`config.mk`:
```
export PLATFORM = sky130hd
export DESIGN_NAME = eth_dma_port_regs
export DESIGN_NICKNAME = d
export VERILOG_FILES = /design/src/rtl/eth_port_pkg.sv /design/src/rtl/eth_cmd_reg.sv /design/src/rtl/eth_stat_counter.sv /design/src/rtl/eth_irq_ctrl.sv /design/src/rtl/eth_dma_port_regs.sv
export SDC_FILE = /design/constraint.sdc
export NUM_CORES = 1
export LEC_CHECK = 0
export ABC_AREA = 0
export BUFFER_PORTS_ARGS = -buffer_cell sky130_fd_sc_hd__buf_2
export CORE_MARGIN = 2
export CORE_UTILIZATION = 40
export CTS_BUF_LIST = sky130_fd_sc_hd__clkbuf_8
export CTS_CLUSTER_SIZE = 25
export DETAILED_ROUTE_END_ITERATION = 10
export RECOVER_POWER = 50
export SYNTH_ARGS = -nofsm -noshare
export SYNTH_HDL_FRONTEND = slang
export SYNTH_SLANG_ARGS = --single-unit
```
`constraint.sdc`:
```
create_clock -name clk -period 2.95 [get_ports clk]
set_input_delay 0.59 -clock clk [delete_from_list [all_inputs] [get_ports clk]]
set_output_delay 0.59 -clock clk [all_outputs]
set_load 0.02 [all_outputs]
```
`src/rtl/eth_port_pkg.sv`:
```
// Package: shared offsets, command bit positions and types for the
// Ethernet port register block. Assumes byte addressing with word offsets.
package eth_port_pkg;

    // Register byte offsets
    localparam int OFF_CMD   = 'h00;
    localparam int OFF_CNT0  = 'h10;
    localparam int OFF_CAUSE = 'h20;
    localparam int OFF_MASK  = 'h24;
    localparam int OFF_SUM   = 'h28;

    // Counter order inside the counter window (fixed, software relies on it)
    localparam int CNT_RXB = 0;
    localparam int CNT_TXB = 1;
    localparam int CNT_RXF = 2;
    localparam int CNT_TXF = 3;
    localparam int NUM_CNT = 4;

    // Command word bit positions
    localparam int CMD_RXEN     = 0;
    localparam int CMD_ABORT    = 1;
    localparam int CMD_START_LO = 2;
    localparam int CMD_START_HI = 3;
    localparam int CMD_STOP_LO  = 4;
    localparam int CMD_STOP_HI  = 5;
    localparam int CMD_W        = 6;

    // Register select after address decode
    typedef enum logic [3:0] {
        SEL_NONE, SEL_CMD, SEL_CNT, SEL_CAUSE, SEL_MASK, SEL_SUM
    } reg_sel_e;

    // Command register state
    typedef struct packed {
        logic rx_en;
        logic lo_act;
        logic hi_act;
        logic lo_stop;
        logic hi_stop;
    } cmd_state_t;

endpackage

```
`src/rtl/eth_cmd_reg.sv`:
```
// Command register: every written 1 is an action on the queue and receive
// state, not stored data. Within one write, abort beats enable and stop
// beats start. Assumes wr_en is a single-cycle qualified write.
module eth_cmd_reg
    import eth_port_pkg::*;
(
    input  logic              clk,
    input  logic              rst_n,
    input  logic              wr_en,
    input  logic [CMD_W-1:0]  wdata,
    output cmd_state_t        state
);

    cmd_state_t nxt;

    // Next state from the action bits, later actions overriding earlier ones
    always_comb begin
        nxt = state;
        if (wdata[CMD_RXEN])     nxt.rx_en = 1'b1;
        if (wdata[CMD_ABORT])    nxt.rx_en = 1'b0;
        if (wdata[CMD_START_LO]) begin nxt.lo_act = 1'b1; nxt.lo_stop = 1'b0; end
        if (wdata[CMD_START_HI]) begin nxt.hi_act = 1'b1; nxt.hi_stop = 1'b0; end
        if (wdata[CMD_STOP_LO])  begin nxt.lo_act = 1'b0; nxt.lo_stop = 1'b1; end
        if (wdata[CMD_STOP_HI])  begin nxt.hi_act = 1'b0; nxt.hi_stop = 1'b1; end
    end

    // State register, queues idle and stopped after reset
    always_ff @(posedge clk) begin
        if (!rst_n) begin
            state <= '{rx_en: 1'b0, lo_act: 1'b0, hi_act: 1'b0,
                       lo_stop: 1'b1, hi_stop: 1'b1};
        end else if (wr_en) begin
            state <= nxt;
        end
    end

    AST_START_LO_RUNS: assert property (@(posedge clk) disable iff (!rst_n)
        wr_en && wdata[CMD_START_LO] && !wdata[CMD_STOP_LO] |=> state.lo_act && !state.lo_stop);
    AST_START_HI_RUNS: assert property (@(posedge clk) disable iff (!rst_n)
        wr_en && wdata[CMD_START_HI] && !wdata[CMD_STOP_HI] |=> state.hi_act && !state.hi_stop);
    AST_STOP_LO_WINS: assert property (@(posedge clk) disable iff (!rst_n)
        wr_en && wdata[CMD_STOP_LO] |=> state.lo_stop && !state.lo_act);
    AST_STOP_HI_WINS: assert property (@(posedge clk) disable iff (!rst_n)
        wr_en && wdata[CMD_STOP_HI] |=> state.hi_stop && !state.hi_act);
    AST_ABORT_RX: assert property (@(posedge clk) disable iff (!rst_n)
        wr_en && wdata[CMD_ABORT] |=> !state.rx_en);

endmodule

```
`src/rtl/eth_stat_counter.sv`:
```
// Clear-on-read statistics counter. An increment in the clearing cycle
// restarts the count at the increment amount, so no event is dropped.
// Assumes the amount is already sized to the counter width; sums wrap.
module eth_stat_counter #(
    parameter int W = 32
) (
    input  logic         clk,
    input  logic         rst_n,
    input  logic         inc,
    input  logic [W-1:0] amt,
    input  logic         clr,
    output logic [W-1:0] value
);

    // Accumulate, or restart on a read
    always_ff @(posedge clk) begin
        if (!rst_n) begin
            value <= '0;
        end else if (clr) begin
            value <= inc ? amt : '0;
        end else if (inc) begin
            value <= value + amt;
        end
    end

    AST_CLR_ZEROES: assert property (@(posedge clk) disable iff (!rst_n)
        clr && !inc |=> value == '0);
    AST_CLR_KEEPS_INC: assert property (@(posedge clk) disable iff (!rst_n)
        clr && inc |=> value == $past(amt));

endmodule

```
`src/rtl/eth_irq_ctrl.sv`:
```
// Interrupt cause and mask. Event pulses set cause bits; a cause write ANDs
// the data in (zero clears), with a simultaneous event taking priority.
// The mask is replaced on write. irq is the OR of the unmasked causes.
module eth_irq_ctrl #(
    parameter int CW = 16
) (
    input  logic          clk,
    input  logic          rst_n,
    input  logic          cause_wr,
    input  logic          mask_wr,
    input  logic [CW-1:0] wdata,
    input  logic [CW-1:0] evt,
    output logic [CW-1:0] cause,
    output logic [CW-1:0] mask,
    output logic          irq
);

    // Cause register: write-zero-to-clear, events set
    always_ff @(posedge clk) begin
        if (!rst_n) begin
            cause <= '0;
        end else begin
            cause <= (cause_wr ? (cause & wdata) : cause) | evt;
        end
    end

    // Mask register: plain replace
    always_ff @(posedge clk) begin
        if (!rst_n) begin
            mask <= '0;
        end else if (mask_wr) begin
            mask <= wdata;
        end
    end

    // Interrupt request from unmasked causes
    assign irq = |(cause & mask);

    AST_EVT_SETS_CAUSE: assert property (@(posedge clk) disable iff (!rst_n)
        |evt |=> (cause & $past(evt)) == $past(evt));
    AST_CAUSE_HOLDS: assert property (@(posedge clk) disable iff (!rst_n)
        !cause_wr |=> (cause & $past(cause)) == $past(cause));
    AST_MASK_REPLACED: assert property (@(posedge clk) disable iff (!rst_n)
        mask_wr |=> mask == $past(wdata));

endmodule

```
`src/rtl/eth_dma_port_regs.sv`:
```
// Register block for one Ethernet port: command register, four clear-on-read
// statistics counters, interrupt cause/mask and a per-port summary register.
// Assumes one access per cycle, combinational read data in the access cycle,
// and CNT_W <= 32, BCNT_W <= CNT_W, CAUSE_W <= 32, NUM_PORTS <= 32.
module eth_dma_port_regs
    import eth_port_pkg::*;
#(
    parameter int ADDR_W    = 8,
    parameter int CNT_W     = 32,
    parameter int BCNT_W    = 14,
    parameter int CAUSE_W   = 16,
    parameter int NUM_PORTS = 2,
    parameter int PORT_IDX  = 0
) (
    input  logic                 clk,
    input  logic                 rst_n,
    input  logic [ADDR_W-1:0]    bus_addr,
    input  logic                 bus_wr,
    input  logic                 bus_rd,
    input  logic [31:0]          bus_wdata,
    output logic [31:0]          bus_rdata,
    input  logic                 rx_byte_stb,
    input  logic [BCNT_W-1:0]    rx_byte_cnt,
    input  logic                 tx_byte_stb,
    input  logic [BCNT_W-1:0]    tx_byte_cnt,
    input  logic                 rx_frame_stb,
    input  logic                 tx_frame_stb,
    input  logic [CAUSE_W-1:0]   evt_pulse,
    input  logic [NUM_PORTS-1:0] peer_sum,
    output logic                 irq,
    output logic                 rx_dma_en,
    output logic                 txq_lo_run,
    output logic                 txq_hi_run
);

    localparam int CIDX_W = $clog2(NUM_CNT);

    reg_sel_e          sel;
    logic [CIDX_W-1:0] cnt_idx;
    cmd_state_t        cmd_st;
    logic [CAUSE_W-1:0] cause_q;
    logic [CAUSE_W-1:0] mask_q;
    logic              own_sum;
    logic [NUM_PORTS-1:0] sum_bits;

    logic [NUM_CNT-1:0] cnt_inc;
    logic [NUM_CNT-1:0] cnt_clr;
    logic [CNT_W-1:0]   cnt_amt [NUM_CNT];
    logic [CNT_W-1:0]   cnt_val [NUM_CNT];

    // Address decode into a register select and counter index
    always_comb begin
        sel     = SEL_NONE;
        cnt_idx = '0;
        case (bus_addr)
            ADDR_W'(OFF_CMD):              sel = SEL_CMD;
            ADDR_W'(OFF_CNT0 + 4*CNT_RXB): begin sel = SEL_CNT; cnt_idx = CIDX_W'(CNT_RXB); end
            ADDR_W'(OFF_CNT0 + 4*CNT_TXB): begin sel = SEL_CNT; cnt_idx = CIDX_W'(CNT_TXB); end
            ADDR_W'(OFF_CNT0 + 4*CNT_RXF): begin sel = SEL_CNT; cnt_idx = CIDX_W'(CNT_RXF); end
            ADDR_W'(OFF_CNT0 + 4*CNT_TXF): begin sel = SEL_CNT; cnt_idx = CIDX_W'(CNT_TXF); end
            ADDR_W'(OFF_CAUSE):            sel = SEL_CAUSE;
            ADDR_W'(OFF_MASK):             sel = SEL_MASK;
            ADDR_W'(OFF_SUM):              sel = SEL_SUM;
            default:                       sel = SEL_NONE;
        endcase
    end

    eth_cmd_reg u_cmd (
        .clk   (clk),
        .rst_n (rst_n),
        .wr_en (bus_wr && sel == SEL_CMD),
        .wdata (bus_wdata[CMD_W-1:0]),
        .state (cmd_st)
    );

    assign rx_dma_en  = cmd_st.rx_en;
    assign txq_lo_run = cmd_st.lo_act;
    assign txq_hi_run = cmd_st.hi_act;

    // Increment strobes and amounts, in counter-window order
    always_comb begin
        cnt_inc[CNT_RXB] = rx_byte_stb;
        cnt_inc[CNT_TXB] = tx_byte_stb;
        cnt_inc[CNT_RXF] = rx_frame_stb;
        cnt_inc[CNT_TXF] = tx_frame_stb;
        cnt_amt[CNT_RXB] = CNT_W'(rx_byte_cnt);
        cnt_amt[CNT_TXB] = CNT_W'(tx_byte_cnt);
        cnt_amt[CNT_RXF] = CNT_W'(1);
        cnt_amt[CNT_TXF] = CNT_W'(1);
    end

    generate
        for (genvar g = 0; g < NUM_CNT; g++) begin : g_cnt
            assign cnt_clr[g] = bus_rd && sel == SEL_CNT && cnt_idx == CIDX_W'(g);
            eth_stat_counter #(.W(CNT_W)) u_cnt (
                .clk   (clk),
                .rst_n (rst_n),
                .inc   (cnt_inc[g]),
                .amt   (cnt_amt[g]),
                .clr   (cnt_clr[g]),
                .value (cnt_val[g])
            );
        end
    endgenerate

    eth_irq_ctrl #(.CW(CAUSE_W)) u_irq (
        .clk      (clk),
        .rst_n    (rst_n),
        .cause_wr (bus_wr && sel == SEL_CAUSE),
        .mask_wr  (bus_wr && sel == SEL_MASK),
        .wdata    (bus_wdata[CAUSE_W-1:0]),
        .evt      (evt_pulse),
        .cause    (cause_q),
        .mask     (mask_q),
        .irq      (own_sum)
    );

    assign irq = own_sum;

    // Summary bits: own port computed here, siblings passed through
    generate
        for (genvar p = 0; p < NUM_PORTS; p++) begin : g_sum
            if (p == PORT_IDX) begin : g_own
                assign sum_bits[p] = own_sum;
            end else begin : g_peer
                assign sum_bits[p] = peer_sum[p];
            end
        end
    endgenerate

    // Read data mux, zero when idle or unmapped
    always_comb begin
        bus_rdata = '0;
        if (bus_rd) begin
            case (sel)
                SEL_CMD:   bus_rdata = {26'd0, cmd_st.hi_stop, cmd_st.lo_stop,
                                        cmd_st.hi_act, cmd_st.lo_act, 1'b0, cmd_st.rx_en};
                SEL_CNT:   bus_rdata = 32'(cnt_val[cnt_idx]);
                SEL_CAUSE: bus_rdata = 32'(cause_q);
                SEL_MASK:  bus_rdata = 32'(mask_q);
                SEL_SUM:   bus_rdata = 32'(sum_bits);
                default:   bus_rdata = '0;
            endcase
        end
    end

    AST_IDLE_RDATA_ZERO: assert property (@(posedge clk) disable iff (!rst_n)
        !bus_rd |-> bus_rdata == '0);

endmodule

```
==> results of run 1 <==
-- cell usage after synthesis (all sizes together), types with 9 or more instances --
library cell	n	area share
nor2	130	0.049
nor3	18	0.0090
o21ai	62	0.031
xnor2	36	0.032
o21a	40	0.031
mux2	20	0.023
nand4	21	0.015
a222oi	17	0.017
a21oi	86	0.043
a22oi	24	0.018
inv	26	0.0098
a211oi	9	0.0073
dfxtp	165	0.33
mux4	17	0.038
or3	20	0.013
a21boi	22	0.017
buf	10	0.0056
nand3	37	0.019
ha	30	0.038
and3	29	0.018
nor2b	21	0.013
and2	17	0.011
a22o	9	0.0079
xor2	36	0.032
clkbuf	57	0.021
nand2	148	0.056
-- layer usage --
layer | GRT usage | vias to the layer above | part of all wire
li1 | - | 4693 | -
met1 | 0.320 | 4446 | 0.46
met4 | 0.0752 | 0 | 0.023
met3 | 0.0306 | 32 | 0.055
met2 | 0.378 | 295 | 0.46
met5 | 0 | - | 0
-- cells in the final DEF (no fill, tap or decap), types with 36 or more instances in the layout --
cell     synthesis  final
xor2_1          36     36
buf_2            3     99
buf_4            0     48
nand2_1        148    146
nand3_1         37     37
o21a_1          39     39
a21oi_1         86     76
o21ai_0         59     57
xnor2_1         36     36
nor2_1         130    130
dfxtp_1        165    165
-- report_power, final --
part | switching, mW | internal [mW]
combinational | 0.498 | 0.404
clock | 0.916 | 0.723
sequential | 0.101 | 2.30
-- what timing repair did --
item                                    in CTS  in global routing
gates resized for setup                      0                 23
endpoints found under the setup margin       4                 23
cloned                                       0                  1
pin swaps                                    1                  5
setup buffers                                0                  3
-- cells by family (layout without fill, tap and decap cells) --
logic type | after synthesis | after routing
simple gates | 484 | 484
other cells | 0 | 1
mux | 42 | 42
fa+ha+maj | 33 | 33
flops | 165 | 165
compound gates | 329 | 329
xor+xnor | 72 | 72
buf+inv | 93 | 229
-- worst paths after layout --
path,slack (ns),to,startpoint
min reg2reg,0.47,u_cmd.state[1]$_SDFFE_PN1P_,u_cmd.state[1]$_SDFFE_PN1P_
min,0.33,u_irq.cause[11]$_SDFF_PN0_,evt_pulse[11]
max,0.05,bus_rdata[0],bus_addr[0]
max reg2reg,0.23,g_cnt[1].u_cnt.value[20]$_SDFFE_PN0P_,g_cnt[1].u_cnt.value[0]$_SDFFE_PN0P_
-- per-stage QoR --
| step | util | total power [mW] | instances | TNS, ns |
|---|---|---|---|---|
| 3_3_place_gp | 0.460 | 3.33 | 1642 | 0 |
| 6_report | 0.481 | 4.94 | 1679 | 0 |
| 5_1_grt | 0.481 | 5.18 | 1679 | -0.0416 |
| 4_1_cts | 0.476 | 4.96 | 1674 | 0 |
| 2_1_floorplan | - | 3.03 | 1218 | 0 |
| 3_5_place_dp | 0.460 | 3.34 | 1642 | -0.0583 |
-- state kept, by name (all words and copies together), names as in the netlist --
| register | count |
|---|---|
| u_irq.mask | 16 |
| g_cnt.u_cnt.value | 128 |
| u_irq.cause | 16 |
| u_cmd.state | 5 |
-- cell type report --
type / count / area [µm²] / share of cell area
timing repair buffer: 171 / 1140 / 0.0974
clock inverter: 13 / 125 / 0.0107
antenna: 1 / 2.50 / 0.000213
tap: 324 / 405 / 0.0346
clock buffer: 19 / 262 / 0.0223
inverter: 26 / 97.6 / 0.00833
sequential: 165 / 3300 / 0.282
multi-input combinational: 960 / 6380 / 0.545
-- worst reg2reg max path: cells and delay by family, from the launching register on --
| kind | cells | cell delay, ns |
|---|---|---|
| fa+ha+maj | 2 | 0.57 |
| flops | 1 | 0.43 |
| compound gates | 5 | 0.87 |
| simple gates | 2 | 0.53 |
| buf+inv | 2 | 0.21 |
==> impl_metrics.ini, run 1 <==
[status]
status = completed

[drt]
avgRoutedWirePerCell_um = 18.2
drtIter0Drc = 869
vias = 9466
vias_per_cell = 5.64
drt_wl_total_um = 30600
drt-pass1-iter-count = 5
route.detailed.drc = 0
postRouteAntennaNets = 0

[critical_path]
crit_cells = 7
critical_path_class = input port to primary output
crit_chain = buf_2 -> or4_4 -> nor4_4 -> buf_4 -> a222oi_1 -> a21oi_1 -> buf_2
cp.required_ns = 2.36
arrival_ns = 2.31
startpoint_type = input port
worstRegToRegCells = 11
endpoint_kind = primary output
path_max_fanout = 5
crit_path_frequent_cell = buf_2
slowest_stage = or4_4
path_buf_inv = 3
path_delay_family = simple AND/OR/NAND/NOR gates
max_stage_delay_ns = 0.58

[timing]
setup_viol = 0
hold_viol_final = 0
relSlewSlack = 0.246
min_period_ns = 2.90
slew_violations = 0
fin_crit_sh = 0.982
finClkSkew_ns = 0.0106
tightest_slew_ns = 1.13
max_clock_freq_mhz = 345
whs_ns = 0.325
fin_ws_ns = 0.0517

[yosys]
synth.distinct_cells = 70
synth-edff-count = 0
ys.flop_type = dfxtp_1
ys_async_sr_fraction = 0
synth_fp_nets = 1344
synth.area.mux_share = 0.0660
synth_top_family_by_area = simple AND/OR/NAND/NOR gates
netlist_area_mm2 = 0.00997
postSynthCellCount = 1218
yosys.area_share.simple = 0.239
synthXorXnorAreaFrac = 0.0632
ys_seq_area_frac = 0.331
synth_compound_area_frac = 0.221
synth-adder-area-share = 0.0427
syn_area_per_cell_um2 = 8.19
yosysWarnings = 0
ys_ff_latch = 165

[cts]
cts_buffer_depth = 2
htreeDepth = 4
cts_tree = done
numCtsBuffers = 17
clock_latency_ns = 0.46
ctsHoldBuffers = 0
cts_root_buf = clkbuf_8
path_clk_slew_ns = 0.10
cts.sinks = 165

[floorplan]
core-area_mm2 = 0.0244
dieArea_mm2 = 0.0262
die_w_um = 162
boundaryPins = 130
fp-row-count = 57
die_y_um = 162
initial_utilization = 0.409

[grt]
grt_max_degree = 32
first_global_vias = 8796
overflow = 0
antenna_found_initial = 1
grtUsageTotal = 0.232
grt_pass1_wl_um = 48300

[placement]
place_area_mm2 = 0.0112
dp_hpwl_um = 23300
dp_worst_setup_slack_ns = -0.0350
port_buffers = 112
gp_congestion = 0.851

[hold_path]
worstHoldPathType = input port to register
hold-path-cell-count = 2

[power]
p_leak_nw = 4.37
vdd_drop_max_v = 0.000274
power_density_mw_per_mm2 = 422

[final_layout]
syn2layout_area_growth_pct = 17.5
fillerInstances = 2429
post-route-cell-area_mm2 = 0.0117
drive_above_1_share = 0.194
nNetsFinal = 1467

[job]
cap_violations = 0
(Power assumes the default switching activity.)
==> inputs of run 2 (changes only) <==
--- a/config.mk
+++ b/config.mk
@@ -5,7 +5,7 @@
 export SDC_FILE = /design/constraint.sdc
 export NUM_CORES = 1
 export LEC_CHECK = 0
-export ABC_AREA = 0
+export ABC_AREA = 1
 export BUFFER_PORTS_ARGS = -buffer_cell sky130_fd_sc_hd__buf_2
 export CORE_MARGIN = 2
 export CORE_UTILIZATION = 40
==> run 2 against run 1 <==
Compared with the run above: count of clock-buffer cells in the layout up 1; global-route usage up 2.8 points; combinational power down 8.1%; clock power about the same; register-to-register slack better by 0.22 ns; sequential cell count unchanged; design area up 7.7%; hold slack better by 0.0066 ns; critical endpoint is now bus_rdata[19].
==> impl_metrics.ini, run 2 <==
[drt]
vias = 12400
drtIter0Drc = 1062
route.detailed.drc = 0
vias_per_cell = 5.27
drt-pass1-iter-count = 8
drt_wl_total_um = 38000
postRouteAntennaNets = 0
avgRoutedWirePerCell_um = 16.2

[power]
p_int_mw = 3.33
power.share.clock = 0.340
power_density_mw_per_mm2 = 385
total_power_mw = 4.86
p_leak_nw = 5.49
vdd_drop_max_v = 0.000212
seqPwrFrac = 0.489
comb_power_share = 0.171
swShare = 0.315
switchingPower_mw = 1.53

[critical_path]
crit_path_frequent_cell = buf_4
endpoint_kind = primary output
rr_startpoint = g_cnt[0].u_cnt.value[0]$_SDFFE_PN0P_
slowest_stage = buf_4
max_stage_delay_ns = 0.23
reg2reg_setup_slack_ns = 0.45
crit_chain = buf_2 -> nor2_2 -> inv_2 -> nor2_4 -> buf_4 -> nand2_2 -> buf_4 -> a41oi_1 -> buf_4 -> buf_2
path_max_fanout = 19
r2r_end = g_cnt[0].u_cnt.value[22]$_SDFFE_PN0P_
cp.required_ns = 2.36
startpoint_type = input port
arrival_ns = 2.28
critical_path_class = input port to primary output
worstRegToRegCells = 11

[yosys]
synth-adder-area-share = 0.0370
ys_ff_latch = 165
synthXorXnorAreaFrac = 0.0187
yosysWarnings = 0
synth_compound_area_frac = 0.163
ys.flop_type = dfxtp_1
synthTopCellsByArea = dfxtp_1 (29%), nand2_1 (16%), inv_1 (8.1%), nor2_1 (8.0%), a21oi_1 (6.7%)
synth_largest_area_cell = dfxtp_1
ys_seq_area_frac = 0.294
syn_area_per_cell_um2 = 6.08
synth.area.mux_share = 0
ys_async_sr_fraction = 0
postSynthCellCount = 1845
synthTopCellsByCount = nand2_1 (466), inv_1 (243), nor2_1 (240), dfxtp_1 (165), a21oi_1 (150)
synth_top_area_frac = 0.294
yosysMostFrequentCell = nand2_1
synth_fp_nets = 1971
synth_top_family_by_area = simple AND/OR/NAND/NOR gates
netlist_area_mm2 = 0.0112
yosys.area_share.simple = 0.378
synth-edff-count = 0
synth.distinct_cells = 51

[cts]
cts.sinks = 165
post-cts-setup-buffer-count = 0
clock_latency_ns = 0.48
htreeDepth = 4
path_clk_slew_ns = 0.11
cts_tree = done
cts_root_buf = clkbuf_8
cts_buffer_depth = 2
numCtsBuffers = 17

[timing]
rsz0062_at_grt = yes
fin_ws_ns = 0.0837
finClkSkew_ns = 0.0295
tightest_slew_ns = 0.791
fin_crit_sh = 0.972
fin_setup_tns_ns = 0
whs_ns = 0.332
hold_viol_final = 0
min_period_ns = 2.87
relSlewSlack = 0.472
max_clock_freq_mhz = 349
slew_violations = 0
setup_viol = 0

[final_layout]
syn2layout_area_growth_pct = 12.5
finish.utilization = 0.456
layout_commonest_cell = nand2_1
final_cell_mix = nand2_1 (465), inv_1 (244), nor2_1 (241)
nNetsFinal = 2083
drive_above_1_share = 0.112
stdcell_count = 2348
largest_register_ffs = 128
top_register = g_cnt.u_cnt.value
post-route-cell-area_mm2 = 0.0126
reg_top3 = g_cnt.u_cnt.value: 128 flops, u_irq.cause: 16 flops, u_irq.mask: 16 flops
n_antenna_cell = 0

[floorplan]
initial_utilization = 0.405
die_y_um = 171
core-area_mm2 = 0.0277
dieArea_mm2 = 0.0294
boundaryPins = 130
fp-row-count = 61
die_w_um = 171

[grt]
overflow = 0
grt_pass1_wl_um = 59600
first_global_vias = 11200
grtUsageTotal = 0.260
grt_max_degree = 31
antenna_found_initial = 0

[placement]
place_area_mm2 = 0.0122
dpl.cell_count = 2316
dp_hpwl_um = 29900
gp_congestion = 0.951
port_buffers = 112
dp_worst_setup_slack_ns = 0.0740

[hold_path]
min_from = evt_pulse[10]
worstHoldPathType = input port to register
hold_end = u_irq.cause[10]$_SDFF_PN0_
hold-path-cell-count = 3

[status]
status = completed

[job]
cap_violations = 0
[run 2: cell types whose count changed after synthesis, sizes merged, moves of 23 or more]
cell    previous run  this run
nand2            148       474
inv               26       250
nor2             130       253
nand3             37       129
a21oi             86       153
o21ai             62       124
nor3              18        61
o21a              40         2
clkbuf            57        21
xnor2             36         0
and3              29         1
buf               10        33
nand4             21        44
[run 2: how the worst max path moves through the flow]
stage | start | end | cells after the start
2_1_floorplan | bus_addr[7] | bus_rdata[31] | 7
3_3_place_gp | bus_addr[1] | bus_rdata[17] | 10
3_5_place_dp | bus_addr[7] | bus_rdata[31] | 9
4_1_cts | bus_addr[7] | bus_rdata[31] | 9
5_1_grt | bus_addr[7] | bus_rdata[31] | 9
6_report | bus_addr[1] | bus_rdata[19] | 10
[run 2: final cells by class]
class,count,area [µm²]
Fill cell,2997,15100
Multi-Input combinational cell,1374,6700
Sequential cell,165,3300
Inverter,252,948
Timing Repair Buffer,147,820
Tap cell,378,473
Clock buffer,20,275
Clock inverter,12,105
[run 2: logic make-up after synthesis]
| group | after synthesis |
|---|---|
| compound gates | 333 |
| xor+xnor | 24 |
| fa+ha+maj | 32 |
| buf+inv | 306 |
| flops | 165 |
| simple gates | 985 |
[run 2: routing by layer]
layer | routed length, µm | track usage | part of all wire | up-vias
li1 | - | - | - | 6252
met4 | 1080 | 0.0917 | 0.028 | 0
met1 | 17600 | 0.352 | 0.46 | 5633
met5 | 0 | 0 | 0 | -
met2 | 16800 | 0.418 | 0.44 | 431
met3 | 2480 | 0.0435 | 0.065 | 62
[run 2: timing repair]
| action | 4_1_cts | 5_1_grt |
|---|---|---|
| hold buffers | 0 | 0 |
| gates resized for setup | 0 | 6 |
| endpoints found under the setup margin | 0 | 13 |
[run 2: power by group through the flow]
stage,Combinational [mW],Sequential (mW),Clock (mW)
4_1_cts,0.825,2.38,1.70
6_report,0.829,2.38,1.65
3_3_place_gp,0.808,2.43,0
5_1_grt,0.945,2.38,1.76
3_5_place_dp,0.820,2.43,0
2_1_floorplan,0.586,2.38,0
[run 2: critical path, delay by kind of cell]
kind | cells | cell delay (ns)
buffers and inverters | 6 | 0.98
and+or+nand+nor | 3 | 0.49
AOI/OAI and AO/OA | 1 | 0.20
